`src/rtl/shr_pkg.sv`:
```
package shr_pkg;
  typedef enum logic [1:0] {
    PR_ASYNC = 2'b00,
    PR_CHAR  = 2'b01,
    PR_BIT   = 2'b10,
    PR_BIT2  = 2'b11
  } proto_e;

  typedef enum logic [1:0] {
    ST_MONO = 2'b00,
    ST_BI   = 2'b01,
    ST_EXT  = 2'b10,
    ST_EXT2 = 2'b11
  } stype_e;

  typedef struct packed {
    proto_e proto;
    stype_e stype;
  } mode_t;
endpackage

```
`src/rtl/shr_rst_sync.sv`:
```
module shr_rst_sync #(
  parameter int STAGES = 2
) (
  input  logic clk_i,
  input  logic rst_ni,
  output logic rst_no
);
  logic [STAGES-1:0] stg_q;

  always_ff @(posedge clk_i or negedge rst_ni) begin
    if (!rst_ni) stg_q[0] <= 1'b0;
    else         stg_q[0] <= 1'b1;
  end

  for (genvar i = 1; i < STAGES; i++) begin : g_stage
    always_ff @(posedge clk_i or negedge rst_ni) begin
      if (!rst_ni) stg_q[i] <= 1'b0;
      else         stg_q[i] <= stg_q[i-1];
    end
  end

  assign rst_no = stg_q[STAGES-1];
endmodule

```
`src/rtl/shr_win_match.sv`:
```
// Two-character window, newest bit entering at the top, with a fill count.
// Hits are computed on the next window value so they line up with the edge.
module shr_win_match #(
  parameter int CHAR_W = 8
) (
  input  logic              clk_i,
  input  logic              rst_ni,
  input  logic              shift_i,
  input  logic              clear_i,
  input  logic              bit_i,
  input  logic [CHAR_W-1:0] pat_a_i,
  input  logic [CHAR_W-1:0] pat_b_i,
  output logic [CHAR_W-1:0] last_o,
  output logic              one_hit_o,
  output logic              two_hit_o
);
  localparam int WIN_W  = 2 * CHAR_W;
  localparam int FILL_W = $clog2(WIN_W + 1);

  logic [WIN_W-1:0]  win_q, win_d;
  logic [FILL_W-1:0] fill_q, fill_d;

  always_comb begin
    win_d  = win_q;
    fill_d = fill_q;
    if (clear_i) begin
      win_d  = '0;
      fill_d = '0;
    end else if (shift_i) begin
      win_d = {bit_i, win_q[WIN_W-1:1]};
      if (fill_q != FILL_W'(WIN_W)) fill_d = fill_q + 1'b1;
    end
  end

  always_ff @(posedge clk_i or negedge rst_ni) begin
    if (!rst_ni) begin
      win_q  <= '0;
      fill_q <= '0;
    end else begin
      win_q  <= win_d;
      fill_q <= fill_d;
    end
  end

  assign last_o    = win_d[WIN_W-1:CHAR_W];
  assign one_hit_o = (fill_d >= FILL_W'(CHAR_W)) && (win_d[WIN_W-1:CHAR_W] == pat_a_i);
  assign two_hit_o = (fill_d == FILL_W'(WIN_W)) && (win_d[CHAR_W-1:0] == pat_a_i)
                     && (win_d[WIN_W-1:CHAR_W] == pat_b_i);
endmodule

```
`src/rtl/shr_pin_watch.sv`:
```
// Level latch and interrupt for the SYNC pin as a status input.
module shr_pin_watch (
  input  logic clk_i,
  input  logic rst_ni,
  input  logic watch_i,
  input  logic pin_i,
  input  logic ack_i,
  output logic lvl_o,
  output logic irq_o,
  output logic prev_o
);
  logic lvl_q, lvl_d, irq_q, irq_d, prev_q;

  always_comb begin
    irq_d = irq_q;
    lvl_d = lvl_q;
    if (ack_i) irq_d = 1'b0;
    if (!watch_i) begin
      lvl_d = pin_i;
    end else if (!irq_q && (pin_i != lvl_q)) begin
      lvl_d = pin_i;
      irq_d = 1'b1;
    end
  end

  always_ff @(posedge clk_i or negedge rst_ni) begin
    if (!rst_ni) begin
      lvl_q  <= 1'b1;
      irq_q  <= 1'b0;
      prev_q <= 1'b1;
    end else begin
      lvl_q  <= lvl_d;
      irq_q  <= irq_d;
      prev_q <= pin_i;
    end
  end

  assign lvl_o  = lvl_q;
  assign irq_o  = irq_q;
  assign prev_o = prev_q;
endmodule

```
`src/rtl/sync_hunt_rx.sv`:
```
module sync_hunt_rx
  import shr_pkg::*;
#(
  parameter int CHAR_W     = 8,
  parameter int RST_STAGES = 2
) (
  input  logic              clk_i,
  input  logic              rst_ni,
  input  logic              rx_en_i,
  input  logic [1:0]        proto_i,
  input  logic [1:0]        stype_i,
  input  logic [CHAR_W-1:0] sync1_i,
  input  logic [CHAR_W-1:0] sync2_i,
  input  logic              rxd_i,
  input  logic              hunt_cmd_i,
  input  logic              rst_es_i,
  input  logic              sync_in_i,
  output logic              sync_out_o,
  output logic              sync_oe_o,
  output logic              hunt_o,
  output logic              pin_lvl_o,
  output logic              es_irq_o,
  output logic [CHAR_W-1:0] char_o,
  output logic              char_vld_o
);
  localparam int POS_W = $clog2(CHAR_W);
  // External sync: the bit before the strobe and the strobe bit are both in.
  localparam logic [POS_W-1:0] EXT_START = POS_W'(2);
  localparam logic [POS_W-1:0] POS_LAST  = POS_W'(CHAR_W - 1);

  logic rst_n;
  shr_rst_sync #(.STAGES(RST_STAGES)) u_rst (
    .clk_i (clk_i), .rst_ni(rst_ni), .rst_no(rst_n)
  );

  // Configuration capture, enabled only while the receiver is off.
  mode_t             cfg_q, cfg_d;
  logic [CHAR_W-1:0] pa_q, pa_d, pb_q, pb_d;

  always_comb begin
    cfg_d = cfg_q;
    pa_d  = pa_q;
    pb_d  = pb_q;
    if (!rx_en_i) begin
      cfg_d.proto = proto_e'(proto_i);
      cfg_d.stype = stype_e'(stype_i);
      pa_d        = sync1_i;
      pb_d        = sync2_i;
    end
  end

  logic is_async, is_char, is_int, is_ext, is_bi, watch;
  assign is_async = (cfg_q.proto == PR_ASYNC);
  assign is_char  = (cfg_q.proto == PR_CHAR);
  assign is_int   = is_char && !cfg_q.stype[1];
  assign is_ext   = is_char && cfg_q.stype[1];
  assign is_bi    = (cfg_q.stype == ST_BI);
  assign watch    = rx_en_i && is_async;

  // Pin status path
  logic pin_prev;
  shr_pin_watch u_pin (
    .clk_i  (clk_i),
    .rst_ni (rst_n),
    .watch_i(watch),
    .pin_i  (sync_in_i),
    .ack_i  (rst_es_i),
    .lvl_o  (pin_lvl_o),
    .irq_o  (es_irq_o),
    .prev_o (pin_prev)
  );

  // Hunt and framing state
  logic              hunt_q, hunt_d;
  logic [POS_W-1:0]  pos_q, pos_d;
  logic              pulse_q, pulse_d;
  logic              vld_q, vld_d;
  logic [CHAR_W-1:0] char_q, char_d;
  logic              take, win_clr, win_shift, hit, one_hit, two_hit, at_end;
  logic [CHAR_W-1:0] last_chr;

  assign take      = rx_en_i && hunt_cmd_i && !pulse_q && !is_async;
  assign win_clr   = !rx_en_i || take;
  assign win_shift = rx_en_i && is_char;

  shr_win_match #(.CHAR_W(CHAR_W)) u_win (
    .clk_i    (clk_i),
    .rst_ni   (rst_n),
    .shift_i  (win_shift),
    .clear_i  (win_clr),
    .bit_i    (rxd_i),
    .pat_a_i  (pa_q),
    .pat_b_i  (pb_q),
    .last_o   (last_chr),
    .one_hit_o(one_hit),
    .two_hit_o(two_hit)
  );

  assign hit    = is_bi ? two_hit : one_hit;
  assign at_end = (pos_q == POS_LAST);

  always_comb begin
    hunt_d  = hunt_q;
    pos_d   = pos_q;
    pulse_d = 1'b0;
    vld_d   = 1'b0;
    char_d  = char_q;
    if (!rx_en_i || take) begin
      hunt_d = 1'b1;
      pos_d  = '0;
    end else if (is_int) begin
      if (hunt_q) begin
        if (hit) begin
          hunt_d  = 1'b0;
          pos_d   = '0;
          pulse_d = 1'b1;
        end
      end else if (at_end) begin
        vld_d   = 1'b1;
        char_d  = last_chr;
        pos_d   = '0;
        pulse_d = hit;
      end else begin
        pos_d = pos_q + 1'b1;
      end
    end else if (is_ext) begin
      if (hunt_q) begin
        if (!sync_in_i && pin_prev) begin
          hunt_d = 1'b0;
          pos_d  = EXT_START;
        end
      end else if (sync_in_i) begin
        hunt_d = 1'b1;
        pos_d  = '0;
      end else if (at_end) begin
        vld_d  = 1'b1;
        char_d = last_chr;
        pos_d  = '0;
      end else begin
        pos_d = pos_q + 1'b1;
      end
    end
  end

  always_ff @(posedge clk_i or negedge rst_n) begin
    if (!rst_n) begin
      cfg_q   <= '0;
      pa_q    <= '0;
      pb_q    <= '0;
      hunt_q  <= 1'b1;
      pos_q   <= '0;
      pulse_q <= 1'b0;
      vld_q   <= 1'b0;
      char_q  <= '0;
    end else begin
      cfg_q   <= cfg_d;
      pa_q    <= pa_d;
      pb_q    <= pb_d;
      hunt_q  <= hunt_d;
      pos_q   <= pos_d;
      pulse_q <= pulse_d;
      vld_q   <= vld_d;
      char_q  <= char_d;
    end
  end

  assign sync_oe_o  = is_int;
  assign sync_out_o = !pulse_q;
  assign hunt_o     = hunt_q;
  assign char_o     = char_q;
  assign char_vld_o = vld_q;
endmodule

```
`config.mk`:
```
export PLATFORM = sky130hd
export DESIGN_NAME = sync_hunt_rx
export DESIGN_NICKNAME = d
export VERILOG_FILES = /design/src/rtl/shr_pkg.sv /design/src/rtl/shr_rst_sync.sv /design/src/rtl/shr_win_match.sv /design/src/rtl/shr_pin_watch.sv /design/src/rtl/sync_hunt_rx.sv
export SDC_FILE = /design/constraint.sdc
export NUM_CORES = 1
export LEC_CHECK = 0
export BUFFER_PORTS_ARGS = -buffer_cell sky130_fd_sc_hd__buf_2
export CAP_MARGIN = 15
export CORE_UTILIZATION = 55
export DETAILED_ROUTE_END_ITERATION = 12
export GPL_ROUTABILITY_DRIVEN = 0
export HOLD_SLACK_MARGIN = 0.08
export PLACE_DENSITY = 0.77
export SYNTH_ARGS = -nofsm -noshare
export SYNTH_HDL_FRONTEND = slang
export SYNTH_HIERARCHICAL = 1
export SYNTH_SLANG_ARGS = --single-unit
```
`constraint.sdc`:
```
create_clock -name clk_i -period 4.5 [get_ports clk_i]
set_input_delay 0.225 -clock clk_i [delete_from_list [all_inputs] [get_ports clk_i]]
set_output_delay 0.225 -clock clk_i [all_outputs]
set_load 0.01 [all_outputs]
```
==> flow_metrics.tcl <==
set metrics [dict create \
    outcome "finished, final reports clean" \
    vias 2029 \
    crit_required_ns 4.73 \
    port-buffer-count 40 \
    antenna_left 0 \
    yosysTopAreaCell "dfrtp_1" \
    fin_nets 326 \
    cts_root_buf "clkbuf_8" \
    grt_max_degree 59 \
    pre_cts_ws_ns 0.866 \
    period_share_pct 82.2 \
    clock.fmax_mhz 270 \
    cts_tree "built" \
    grt.total_usage_pct 21.8 \
    layout-drive-gt1-share_pct 33.1 \
    crit_path_frequent_cell "o21ai_0" \
    cts.sinks 60 \
    utilization_pct 65.4 \
    grt_pass1_wl_um 8830 \
    initial_utilization_pct 57.8 \
    path_class "register to register" \
    antenna_found_initial 0 \
    hold_viol 0 \
    via_per_inst 5.50 \
    synth_cells 255 \
    cp-start-kind "register" \
    ys_seq_area_share_pct 50.4 \
    cp-end-kind "register" \
    synth-seq-cells 60 \
    hold_slack_ns 0.108 \
    cts.reportedPaths.clkPinSlew_ns 0.07 \
    syn_area_mm2 0.00299 \
    power_density_mw_per_mm2 334 \
    cp.arrival_ns 3.92 \
    avgSynthCellArea_um2 11.7 \
    period_minus_slack_ns 3.70 \
    synth.distinct_cells 48 \
    die-area_mm2 0.00573 \
    cts_max_level 3 \
    core_area_mm2 0.00517 \
    hold_depth 2 \
    post-cts-setup-buffer-count 0 \
    power_leakage_nw 1.50 \
    synthArstFlopShare_pct 100 \
    final_max_slew_viol_count 0 \
    synth_edf_count 0 \
    first_global_vias 1894 \
    fin_tns_setup_ns 0 \
    rr_worst_depth 11 \
    max-slew-margin-rel_pct 38.7 \
    synth_ff_type "dfrtp_1" \
    cts-buffers-inserted 9 \
    syn_nets 287 \
    setup_ws_ns 0.802 \
    cp_max_fo 23 \
    cts_resized 0 \
    worstHoldPathType "input port to register" \
    ir_drop_uv 308 \
    wl_per_cell_um 15.4 \
    rows 26 \
    clock_latency_ns 0.34 \
    place_hpwl_um 4100 \
    dr.pass1.iters 4 \
    antennaDiodeCount 0 \
    slowest_delay_ns 0.58 \
    cpMaxStageDelayCell "and2_2" \
    worst_pin_slew_ns 0.918 \
    synth.top_cell.area_share_pct 47.7 \
    cap_violations 0 \
    num-fill-cells 413 \
    drt_iter0_markers 100 \
    synth_area_leaders "dfrtp_1, mux2_2, mux2i_1" \
    die_h_um 75.7 \
    finalClockSkew_ns 0.00865 \
    dpl_cell_area_mm2 0.00317 \
    gr-total-overflow 0 \
    setup_viol 0 \
    wl_um 5670 \
    finalInstanceArea_mm2 0.00338 \
    die-width_um 75.7 \
    cts_buffer_depth 2 \
    crit_path_cell_trace "nor2b_4 > and2_2 > mux2i_1 > o21ai_0 > nand4_1 > or4_1 > nor4_2 > mux2i_1 > o21ai_0 > o21ai_0 > a32o_1" \
    area_growth_pct 13.1 \
    rsz0062_at_grt "false" \
    drc_errors 0 \
    yosysWarningCount 6 \
    num_io_pins 41 \
]
==> registers in the layout (all words and copies together), names as in the netlist, 3 cells and up <==
signal / flops
u_win/win_q: 16
char_o: 8
pa_q: 8
pb_q: 8
u_win/fill_q: 5
cfg_q: 4
pos_q: 3
==> area by class of cell <==
type                    instances  area (um2)  area share, %
clock buffers                  12         155           4.59
clock inverters                 4        25.0          0.740
inverters                       7        26.3          0.777
multi-input cells             170        1330           39.3
flip-flops and latches         60        1510           44.6
well taps                      70        87.6           2.59
repair buffers                 46         253           7.48
==> metal layers <==
metal | wire (um) | share of wire (%) | GRT usage, % | up-vias
li1 | - | - | - | 972
met1 | 2570 | 45 | 28.0 | 999
met2 | 2750 | 48 | 33.6 | 52
met3 | 267 | 4.7 | 8.47 | 6
met4 | 83 | 1.5 | 8.02 | 0
met5 | 0 | 0 | 0 | -
==> synthesized netlist by cell type, types with 3 or more instances <==
master / instances
nor2_1: 25
dfrtp_1: 57
dfstp_2: 3
nand4_1: 8
o21ai_0: 16
nor3_1: 5
xnor2_1: 12
a21oi_1: 3
buf_2: 6
inv_1: 7
xor2_1: 6
ha_1: 5
mux2i_1: 18
buf_4: 8
mux2_2: 28
or3_1: 8
nand2_1: 4
==> repair_timing <==
action,4_1_cts,5_1_grt
hold buffers,3,0
endpoints found under the hold margin,4,0
setup endpoints to repair,0,0
==> worst paths after layout <==
kind	startpoint	to	slack [ns]
worst max-delay path	cfg_q[3]	pos_q[2]	0.80
worst min-delay path	sync2_i[1]	pb_q[1]	0.11
worst max register to register	cfg_q[3]	pos_q[2]	0.80
worst min register to register	u_rst/stg_q[0]	u_rst/rst_no	0.36
max in group asynchronous	u_rst/rst_no	char_o[4]	3.62
min in group asynchronous	rst_ni	u_rst/stg_q[0]	0.19
==> layout by cell type, fill, tap and decap left out, types with 2 or more instances in the layout <==
master,netlist,routed
buf_2,6,40
a21oi_1,3,3
dlygate4sd3_1,0,3
dfrtp_1,57,56
a32o_1,2,2
nor3b_1,2,2
nand4_1,8,8
clkbuf_8,0,11
xnor2_1,12,12
ha_1,5,5
buf_4,8,3
nand2_1,4,4
nor3_1,5,5
or3_1,8,8
mux2_2,28,28
mux2i_1,18,18
dfstp_2,3,3
clkinv_2,0,2
and2_2,2,2
clkinvlp_4,0,2
nor2_1,25,25
inv_1,7,7
a41o_1,2,2
nor4b_1,2,2
o21ai_0,16,16
xor2_1,6,6
==> per-stage QoR <==
stage / total power [mW] / instances
3_5_place_dp: 0.707 / 350
6_report: 1.13 / 369
5_1_grt: 1.18 / 369
4_1_cts: 1.14 / 369
3_3_place_gp: 0.703 / 350
2_1_floorplan: 0.674 / 255
==> critical path, delay by kind of cell, from the launching register on <==
family | cells | cell delay (ns)
AO/OA/AOI/OAI | 4 | 0.96
flip-flops | 1 | 0.45
multiplexers | 2 | 0.35
AND/OR/NAND/NOR | 5 | 1.81
==> report_power, final <==
part,internal (mW),switching (mW)
Combinational,0.0562,0.0563
Clock,0.228,0.204
Sequential,0.563,0.0236
Total,0.847,0.284
==> cells by family (layout without fill, tap and decap cells) <==
logic type | Yosys count | count (layout) | synth area share (%)
adders and majority gates | 5 | 5 | 2.09
AOI/OAI and AO/OA | 31 | 31 | 6.66
buffers and inverters | 25 | 69 | 5.19
DFF | 60 | 60 | 50.4
muxes | 48 | 48 | 17.5
and+or+nand+nor | 67 | 67 | 12.7
xor gates and xnor gates | 18 | 18 | 5.28
other | 1 | 1 | 0.126
Power figures use the tool's default switching activity.
